===== config.mk =====
export PLATFORM = sky130hd
export DESIGN_NAME = rs_parity_encoder
export DESIGN_NICKNAME = d
export VERILOG_FILES = /design/src/rtl/rs_enc_pkg.sv /design/src/rtl/rs_const_mul.sv /design/src/rtl/rs_remainder_lfsr.sv /design/src/rtl/rs_enc_ctrl.sv /design/src/rtl/rs_parity_encoder.sv
export SDC_FILE = /design/constraint.sdc
export NUM_CORES = 1
export LEC_CHECK = 0
export BUFFER_PORTS_ARGS = -buffer_cell sky130_fd_sc_hd__buf_4
export CORE_MARGIN = 10
export CORE_UTILIZATION = 30
export DETAILED_ROUTE_END_ITERATION = 8
export MAX_ROUTING_LAYER = met4
export PLACE_DENSITY = 0.45
export SLEW_MARGIN = 20
export SYNTH_ARGS = -nofsm -noshare
export SYNTH_HDL_FRONTEND = slang
export SYNTH_HIERARCHICAL = 1
export SYNTH_SLANG_ARGS = --single-unit
export TNS_END_PERCENT = 50

===== constraint.sdc =====
create_clock -name clk -period 16 [get_ports clk]
set_clock_uncertainty 0.15 [all_clocks]
set_input_delay 0.8 -clock clk [delete_from_list [all_inputs] [get_ports clk]]
set_output_delay 0.8 -clock clk [all_outputs]
set_load 0.01 [all_outputs]

===== src/rtl/rs_enc_pkg.sv =====
package rs_enc_pkg;

    localparam int             SYM_W      = 8;
    localparam logic [SYM_W:0] FIELD_POLY = 9'h11D;
    localparam logic [SYM_W-1:0] PRIM_ELEM = 8'h02;

    typedef logic [SYM_W-1:0] sym_t;

    typedef enum logic [0:0] {
        ST_FILL  = 1'b0,
        ST_DRAIN = 1'b1
    } enc_state_e;

    // Carry-less product followed by reduction modulo FIELD_POLY
    function automatic sym_t gf_mul(input sym_t a, input sym_t b);
        logic [2*SYM_W-2:0] prod;
        logic [2*SYM_W-2:0] red;
        prod = '0;
        for (int i = 0; i < SYM_W; i++) begin
            if (b[i]) prod = prod ^ ((2*SYM_W-1)'(a) << i);
        end
        for (int k = 2*SYM_W-2; k >= SYM_W; k--) begin
            red = (2*SYM_W-1)'(FIELD_POLY) << (k - SYM_W);
            if (prod[k]) prod = prod ^ red;
        end
        return prod[SYM_W-1:0];
    endfunction

endpackage


===== src/rtl/rs_const_mul.sv =====
module rs_const_mul
    import rs_enc_pkg::*;
#(
    parameter logic [SYM_W-1:0] COEF = 8'h01
) (
    input  logic [SYM_W-1:0] din,
    output logic [SYM_W-1:0] dout
);

    always_comb begin
        dout = gf_mul(din, COEF);
    end

endmodule


===== src/rtl/rs_remainder_lfsr.sv =====
module rs_remainder_lfsr
    import rs_enc_pkg::*;
#(
    parameter int NPAR = 16
) (
    input  logic             clk,
    input  logic             rst,
    input  logic             absorb,
    input  logic             restart,
    input  logic             drain,
    input  logic             clear,
    input  logic [SYM_W-1:0] din,
    output logic [SYM_W-1:0] top_sym
);

    // Coefficients g0..g(NPAR-1) of the monic product of (x + alpha^i)
    function automatic logic [NPAR-1:0][SYM_W-1:0] calc_gen();
        logic [NPAR:0][SYM_W-1:0] g;
        logic [SYM_W-1:0]         root;
        g    = '0;
        g[0] = SYM_W'(1);
        root = SYM_W'(1);
        for (int i = 0; i < NPAR; i++) begin
            for (int k = NPAR; k > 0; k--) begin
                if (k <= i + 1) g[k] = g[k-1] ^ gf_mul(g[k], root);
            end
            g[0] = gf_mul(g[0], root);
            root = gf_mul(root, PRIM_ELEM);
        end
        return g[NPAR-1:0];
    endfunction

    localparam logic [NPAR-1:0][SYM_W-1:0] GEN = calc_gen();

    logic [NPAR-1:0][SYM_W-1:0] rem_q;
    logic [NPAR-1:0][SYM_W-1:0] base;
    logic [NPAR-1:0][SYM_W-1:0] prod;
    logic [NPAR-1:0][SYM_W-1:0] rem_d;
    logic [SYM_W-1:0]           fb;

    always_comb begin
        base = restart ? '0 : rem_q;
        fb   = drain ? '0 : (din ^ base[NPAR-1]);
    end

    for (genvar s = 0; s < NPAR; s++) begin : g_tap
        rs_const_mul #(.COEF(GEN[s])) u_mul (
            .din  (fb),
            .dout (prod[s])
        );
        if (s == 0) begin : g_first
            assign rem_d[s] = prod[s];
        end else begin : g_rest
            assign rem_d[s] = base[s-1] ^ prod[s];
        end
    end

    always_ff @(posedge clk) begin
        if (rst || clear) begin
            rem_q <= '0;
        end else if (absorb || drain) begin
            rem_q <= rem_d;
        end
    end

    assign top_sym = rem_q[NPAR-1];


    hold_when_idle_chk: assert property (@(posedge clk) disable iff (rst)
        !absorb && !drain && !clear |=> $stable(rem_q));


    empty_after_clear_chk: assert property (@(posedge clk) disable iff (rst)
        clear |=> (rem_q == '0));

endmodule


===== src/rtl/rs_enc_ctrl.sv =====
module rs_enc_ctrl
    import rs_enc_pkg::*;
#(
    parameter int DATA_LEN = 239,
    parameter int NPAR     = 16
) (
    input  logic clk,
    input  logic rst,
    input  logic in_valid,
    input  logic in_start,
    output logic in_ready,
    output logic absorb,
    output logic restart,
    output logic drain,
    output logic clear,
    output logic emit_last
);

    localparam int TOTAL = DATA_LEN + NPAR;
    localparam int POS_W = $clog2(TOTAL);
    localparam logic [POS_W-1:0] LAST_DATA = POS_W'(DATA_LEN - 1);
    localparam logic [POS_W-1:0] LAST_POS  = POS_W'(TOTAL - 1);

    enc_state_e       state_q, state_d;
    logic [POS_W-1:0] pos_q, pos_d;
    logic [POS_W-1:0] eff_pos;
    logic             take;

    always_ff @(posedge clk) begin
        if (rst) begin
            state_q <= ST_FILL;
            pos_q   <= '0;
        end else begin
            state_q <= state_d;
            pos_q   <= pos_d;
        end
    end

    always_comb begin
        take    = in_valid && (state_q == ST_FILL);
        eff_pos = in_start ? '0 : pos_q;
        state_d = state_q;
        pos_d   = pos_q;
        unique case (state_q)
            ST_FILL: begin
                if (take) begin
                    if (eff_pos == LAST_DATA) begin
                        state_d = ST_DRAIN;
                    end
                    pos_d = eff_pos + 1'b1;
                end
            end
            ST_DRAIN: begin
                if (pos_q == LAST_POS) begin
                    state_d = ST_FILL;
                    pos_d   = '0;
                end else begin
                    pos_d = pos_q + 1'b1;
                end
            end
            default: begin
                state_d = ST_FILL;
                pos_d   = '0;
            end
        endcase
    end

    always_comb begin
        in_ready  = 1'b0;
        absorb    = 1'b0;
        restart   = 1'b0;
        drain     = 1'b0;
        clear     = 1'b0;
        emit_last = 1'b0;
        unique case (state_q)
            ST_FILL: begin
                in_ready = 1'b1;
                absorb   = take;
                restart  = take && in_start;
            end
            ST_DRAIN: begin
                drain     = 1'b1;
                clear     = (pos_q == LAST_POS);
                emit_last = (pos_q == LAST_POS);
            end
            default: ;
        endcase
    end


    pos_in_range_chk: assert property (@(posedge clk) disable iff (rst)
        pos_q <= LAST_POS);


    start_rewinds_chk: assert property (@(posedge clk) disable iff (rst)
        take && in_start |=> (pos_q == POS_W'(1)) || (state_q == ST_DRAIN));


    drain_length_chk: assert property (@(posedge clk) disable iff (rst)
        (state_q == ST_DRAIN) |-> (pos_q >= POS_W'(DATA_LEN)));

endmodule


===== src/rtl/rs_parity_encoder.sv =====
module rs_parity_encoder
    import rs_enc_pkg::*;
#(
    parameter int DATA_LEN = 239,
    parameter int NPAR     = 16
) (
    input  logic             clk,
    input  logic             rst,
    input  logic             in_valid,
    input  logic             in_start,
    input  logic [SYM_W-1:0] in_data,
    output logic             in_ready,
    output logic             out_valid,
    output logic [SYM_W-1:0] out_data,
    output logic             out_last
);

    logic             absorb;
    logic             restart;
    logic             drain;
    logic             clear;
    logic             emit_last;
    logic [SYM_W-1:0] top_sym;

    rs_enc_ctrl #(.DATA_LEN(DATA_LEN), .NPAR(NPAR)) u_ctrl (
        .clk       (clk),
        .rst       (rst),
        .in_valid  (in_valid),
        .in_start  (in_start),
        .in_ready  (in_ready),
        .absorb    (absorb),
        .restart   (restart),
        .drain     (drain),
        .clear     (clear),
        .emit_last (emit_last)
    );

    rs_remainder_lfsr #(.NPAR(NPAR)) u_lfsr (
        .clk     (clk),
        .rst     (rst),
        .absorb  (absorb),
        .restart (restart),
        .drain   (drain),
        .clear   (clear),
        .din     (in_data),
        .top_sym (top_sym)
    );

    always_ff @(posedge clk) begin
        if (rst) begin
            out_valid <= 1'b0;
            out_data  <= '0;
            out_last  <= 1'b0;
        end else begin
            out_valid <= absorb || drain;
            out_data  <= drain ? top_sym : in_data;
            out_last  <= emit_last;
        end
    end


    forward_next_cycle_chk: assert property (@(posedge clk) disable iff (rst)
        in_valid && in_ready |=> out_valid && (out_data == $past(in_data)));


    last_has_valid_chk: assert property (@(posedge clk) disable iff (rst)
        out_last |-> out_valid);


    drain_emits_chk: assert property (@(posedge clk) disable iff (rst)
        !in_ready |=> out_valid);


    unsolicited_only_in_drain_chk: assert property (@(posedge clk) disable iff (rst)
        out_valid && !$past(in_valid && in_ready) |-> $past(!in_ready));

endmodule


; Word-level counts from Yosys, hierarchy flattened
; Index checks and enable logic that the tools add are counted.
; Widths: inputs -> output; s select.
[word_totals]
out_inout_bits = 11
word_cells = 296
regBits = 147
[op_classes]
n_addsub = 2
bitwise = 149
n_reduce_logical = 4
mux = 117
n_eq_ne = 3
[op_table]
columns = operator, count
row1 = $not 4->4, 101
row2 = $mux 11, 14
row3 = $mux 8, 19
row4 = $mux 10, 14
row5 = $mux 128, 1
row6 = $xor 8x8->8, 16
row7 = $mux 9, 14
row8 = $mux 7, 15
row9 = $mux 6, 15
row10 = $mux 5, 15
row11 = $xor 13x14->14, 3
row12 = $xor 12x13->13, 3
row13 = $xor 11x12->12, 3
row14 = $xor 13x15->15, 2
row15 = $xor 14x15->15, 2
row16 = $xor 10x13->13, 2
row17 = $xor 11x13->13, 2
row18 = $xor 9x13->13, 2
row19 = $xor 10x11->11, 2
row20 = $add 8x1->8 const B, 2
row21 = $eq 8x8->1 const B, 2
row22 = $pmux 8 s2, 1
row23 = $xor 10x14->14, 1
row24 = $xor 12x14->14, 1
row25 = 14 further kinds, 23

; Longest topological paths before layout
[depth]
ltp_word = 27
depth_mapped = 14
mapped_depth_nobuf = 10

; Hierarchy
; The synthesis kept the hierarchy.
[modules_own_cells]
columns = module, cells_per_inst, seq_area_each_um2, instances, area_each_um2
row1 = rs_remainder_lfsr, 725, 2562.5, 1, 6338.6
row2 = rs_enc_ctrl, 84, 180.2, 1, 678.2
row3 = rs_const_mul at u_lfsr.g_tap[0].u_mul ..., 17, 0.0, 2, 195.2
row4 = rs_parity_encoder, 31, 200.2, 1, 340.3
row5 = rs_const_mul at u_lfsr.g_tap[4].u_mul, 17, 0.0, 1, 302.8
row6 = rs_const_mul at u_lfsr.g_tap[10].u_mul, 14, 0.0, 1, 246.5
row7 = rs_const_mul at u_lfsr.g_tap[9].u_mul, 15, 0.0, 1, 219.0
row8 = rs_const_mul at u_lfsr.g_tap[7].u_mul, 13, 0.0, 1, 217.7
row9 = rs_const_mul at u_lfsr.g_tap[13].u_mul, 20, 0.0, 1, 195.2
row10 = rs_const_mul at u_lfsr.g_tap[3].u_mul, 16, 0.0, 1, 193.9
row11 = rs_const_mul at u_lfsr.g_tap[12].u_mul, 20, 0.0, 1, 186.4
row12 = rs_const_mul at u_lfsr.g_tap[14].u_mul, 16, 0.0, 1, 176.4
row13 = rs_const_mul at u_lfsr.g_tap[1].u_mul, 15, 0.0, 1, 173.9
row14 = rs_const_mul at u_lfsr.g_tap[11].u_mul, 14, 0.0, 1, 138.9
row15 = +4 rows, --, --, --, --

; Worst setup path after synthesis
; Ideal clock, no wire load.
[synth_path]
path_type = input to register
from = in in_valid
to = reg u_lfsr/rem_q[105] in the netlist's numbering
arrival_time_ns = 5.893
path_buffers = 3
slack_ns = 9.837
stages = 12
cell_sequence = clkbuf_1 -> nor2b_1 -> and2_1 -> buf_2 -> clkbuf_1 -> nor2b_1 -> xnor2_1 -> nor2_1 -> xnor3_1 -> xnor2_1 -> xnor2_1 -> a21oi_1
[synth_via]
elab_cells_between_ends = 17
[synth_lines]
columns = element, line_no
row1 = start: declaration, rs_parity_encoder.sv:9  ; input logic in_valid,
row2 = $logic_and 1x1->1, rs_enc_ctrl.sv:40  ; take = in_valid && (state_q == ST_FILL);
row3 = $mux 1, rs_enc_ctrl.sv:75  ; unique case (state_q)
row4 = net absorb, rs_parity_encoder.sv:18  ; logic absorb;
row5 = $logic_or 1x1->1, rs_remainder_lfsr.sv:61  ; end else if (absorb || drain) begin
row6 = end signal: assignment, rs_remainder_lfsr.sv:62  ; rem_q <= rem_d;
row7 = end: declaration, rs_remainder_lfsr.sv:35  ; logic [NPAR-1:0][SYM_W-1:0] rem_q;
; The timed path passes the listed nets, and every way through them passes these cells.
; A chain may end at the register's enable or synchronous reset.

; Worst setup path in the final report
[layout_path]
from = reg u_ctrl.state_q
to = reg u_lfsr/rem_q[33] in the netlist's numbering
[layout_via]
elab_cells_between_ends = 27
[layout_lines]
columns = element, line_no
row1 = start: declaration, rs_enc_ctrl.sv:24  ; enc_state_e state_q, state_d;
row2 = start signal: assignment, rs_enc_ctrl.sv:34  ; state_q <= state_d;
row3 = $not 1->1, rs_enc_ctrl.sv:40
row4 = $logic_and 1x1->1, rs_enc_ctrl.sv:40
row5 = $mux 1 *, rs_enc_ctrl.sv:75
row6 = net absorb, rs_parity_encoder.sv:18
row7 = $logic_or 1x1->1 *, rs_remainder_lfsr.sv:61
; The timed path passes the listed nets; every way through them passes the cells marked *.

==> results.tsv <==
stage	metric	value	unit
outcome	status	finished clean	
synth	most common library cells after synthesis	250 x xnor2_1, 147 x dfxtp_1, 132 x a21oi_1	
sta	Max transition margin	0.347	
synth	most numerous cell in the Yosys netlist	xnor2_1	
floorplan	Die Span Y	205	um
cts	CTS clk-pin slew, worst paths	0.07	ns
setup_path	r2r setup slk	11.71	ns
setup_path	CP required	16.12	ns
cts	maximum clock path buffer count	2	
pwr	Design Power	2.90	mW
sta	RSZ-0062 raised after global routing	false	
final_layout	fin area	0.0112	sq mm
final_layout	final net count	1068	
route	initial drt markers	334	
sta	min cycle time layout	4.29	ns
route	vias	6906	
floorplan	total core area	0.0337	sq mm
synth	share of Yosys cell area claimed by the top area cell type	0.286	
cts	post-CTS sizing	0	
synth	Avg Inst Size Synth	9.48	sq um
global_route	GRT Residual Overflow	0	
global_route	antenna violations before repair	0	
place	post-place instance area	0.0106	sq mm
cts	Post-CTS Setup Bufs	0	
floorplan	Core Rows	67	
place	input/output buffers	22	
job	maxcap violations	0	
synth	Syn Inst Count	1084	
route	final WL	22.5	mm
place	gp weighted congestion	0.741	
sta	Fin. Hold Viols	0	
cts	CTS tree	done	
sta	worst slew pin tran	0.979	ns
synth	EDFF count, synth	0	
final_layout	Antenna Cells	0	
final_layout	final cell utilization of the core	0.332	
sta	final setup vio count	0	
synth	synthesized cell area	0.0103	sq mm
synth	register bit total from synthesis	147	
pwr	IR drop worst, VDD	0.0834	mV
pwr	pwr dens	259	mW/mm^2
final_layout	area grow syn2layout	8.74	%
synth	Main synth FF type	dfxtp_1	
floorplan	initial core utilization	0.305	
cts	clock network latency to the later pin of the worst-skew pair	0.43	ns
route	DRC violations left	0	
global_route	number of global-route vias before repair	6939	
cts	hold buffers post-CTS	0	
sta	crit share post-route	0.268	
pwr	LEAKAGE	4.19	nW
setup_path	Crit Path Max Fanout	71	
setup_path	CP endpoint kind	register	
synth	Area contributors post-synth	dfxtp_1 29%, xnor2_1 21%, nor2b_1 8.0%	
setup_path	crit path DAT	4.40	ns
setup_path	Crit Path Class	register to register	
cts	clk root buf	clkbuf_16	
sta	Max Freq	0.233	GHz
synth	sequential area share after synthesis	0.286	
route	Routed WL per cell	14.8	um
cts	clock buffers created by TritonCTS	17	
floorplan	num ports	23	
sta	setup_tns	0	ns
synth	synth warn	6	
cts	H-tree Lvls	4	
route	Routed Antenna Nets	0	
floorplan	chip width	205	um
global_route	pin count of the biggest net entering global routing	117	
setup_path	CP startpoint kind	register	
sta	Max Slew Vio Count	0	
floorplan	die area	0.0421	sq mm
route	drt via density	4.56	
route	Pre-Repair DR Iteration Count	4	
cts	total clock sinks	147	
synth	Post-synth ARST share	0	
place	hpwl dp	12.4	mm
synth	post-synth cell types	56	
final_layout	share of layout cells above drive strength 1	0.104	
global_route	gr usage total	0.114	
synth	area leader, netlist	dfxtp_1	
hold_path	HP Class	register to register	
synth	syn_nets	1098	
global_route	first-pass GRT wire length	37.8	mm
[flip-flops by register name, summed over array words and instances (netlist names)]
name,flops
u_lfsr/rem_q,120
u_ctrl/state_q,1
out_valid,1
out_data,8
u_lfsr/top_sym,8
u_ctrl/pos_q,8
out_last,1
[where the power goes]
| part | internal, mW | switching [mW] |
|---|---|---|
| clock | 0.239 | 0.169 |
| sequential | 0.497 | 0.0586 |
| combinational | 1.08 | 0.851 |
[metrics by stage]
stage | hold WS [ns] | worst slack (ns) | cells
floorplan | 0.277 | 9.84 | 1084
global placement | 0.287 | 11.41 | 1483
detailed placement | 0.292 | 11.33 | 1483
CTS | 0.302 | 11.64 | 1515
global route | 0.322 | 11.33 | 1515
finish | 0.301 | 11.71 | 1515
[cell families (layout without fill, tap and decap cells)]
logic type               count (synthesis)  after routing  share of synthesized area
buffers and inverters                   90             73                     0.0599
AND/OR/NAND/NOR                        197            197                      0.110
multiplexers                             8              8                    0.00779
XOR/XNOR                               363            363                      0.389
adder cells (fa/ha/maj)                  2              2                    0.00244
AO/OA/AOI/OAI                          277            277                      0.144
flip-flops                             147            147                      0.286
[layer usage]
layer | global-route usage | up-vias | share of wire
met5 | - | - | 0
met4 | 0.0276 | 0 | 0.0084
met3 | 0.0194 | 10 | 0.015
met2 | 0.178 | 39 | 0.47
met1 | 0.149 | 3310 | 0.51
li1 | - | 3547 | -
[critical path, stage by stage (launching register included)]
cell and delay, ns:
dfxtp_2 0.31, buf_4 0.28, nor2b_1 0.33, and2_4 0.77
nor2b_1 0.14, xnor2_1 0.20, nor2_4 0.08, buf_4 0.59
xor3_4 0.62, xnor3_1 0.38, xnor2_1 0.16, a21oi_1 0.08
[placed cells by master (no fill, tap or decap), drive strengths merged, types with 2 or more instances in the layout]
cell type / instances
xor3: 17
buf: 36
clkbuf: 21
nand4b: 2
clkinv: 5
and4: 2
nor2b: 131
nand2: 18
bufinv: 2
a31oi: 2
xnor3: 31
ha: 2
mux2i: 8
and3: 2
nor3: 4
a31o: 3
a221oi: 2
o21ai: 125
dfxtp: 147
xor2: 57
or2: 3
nor2: 25
nand4: 2
a21oi: 132
or3: 3
xnor2: 258
a21o: 5
inv: 8
[worst paths after layout]
| check | from | to | cells after the start |
|---|---|---|---|
| min reg2reg | u_lfsr/rem_q[3] | u_lfsr/rem_q[3] | 2 |
| min | u_lfsr/rem_q[3] | u_lfsr/rem_q[3] | 2 |
| max reg2reg | u_ctrl/state_q | u_lfsr/rem_q[33] | 11 |
| max | u_ctrl/state_q | u_lfsr/rem_q[33] | 11 |
[area by class of cell]
class	count	area [sq um]
Fill cell	3486	22500
Multi-Input combinational cell	847	6790
Sequential cell	147	2940
Tap cell	448	561
Clock buffer	21	460
Timing Repair Buffer	36	274
Clock inverter	11	126
Inverter	5	18.8
No activity file was read; power rests on OpenSTA's default activity.
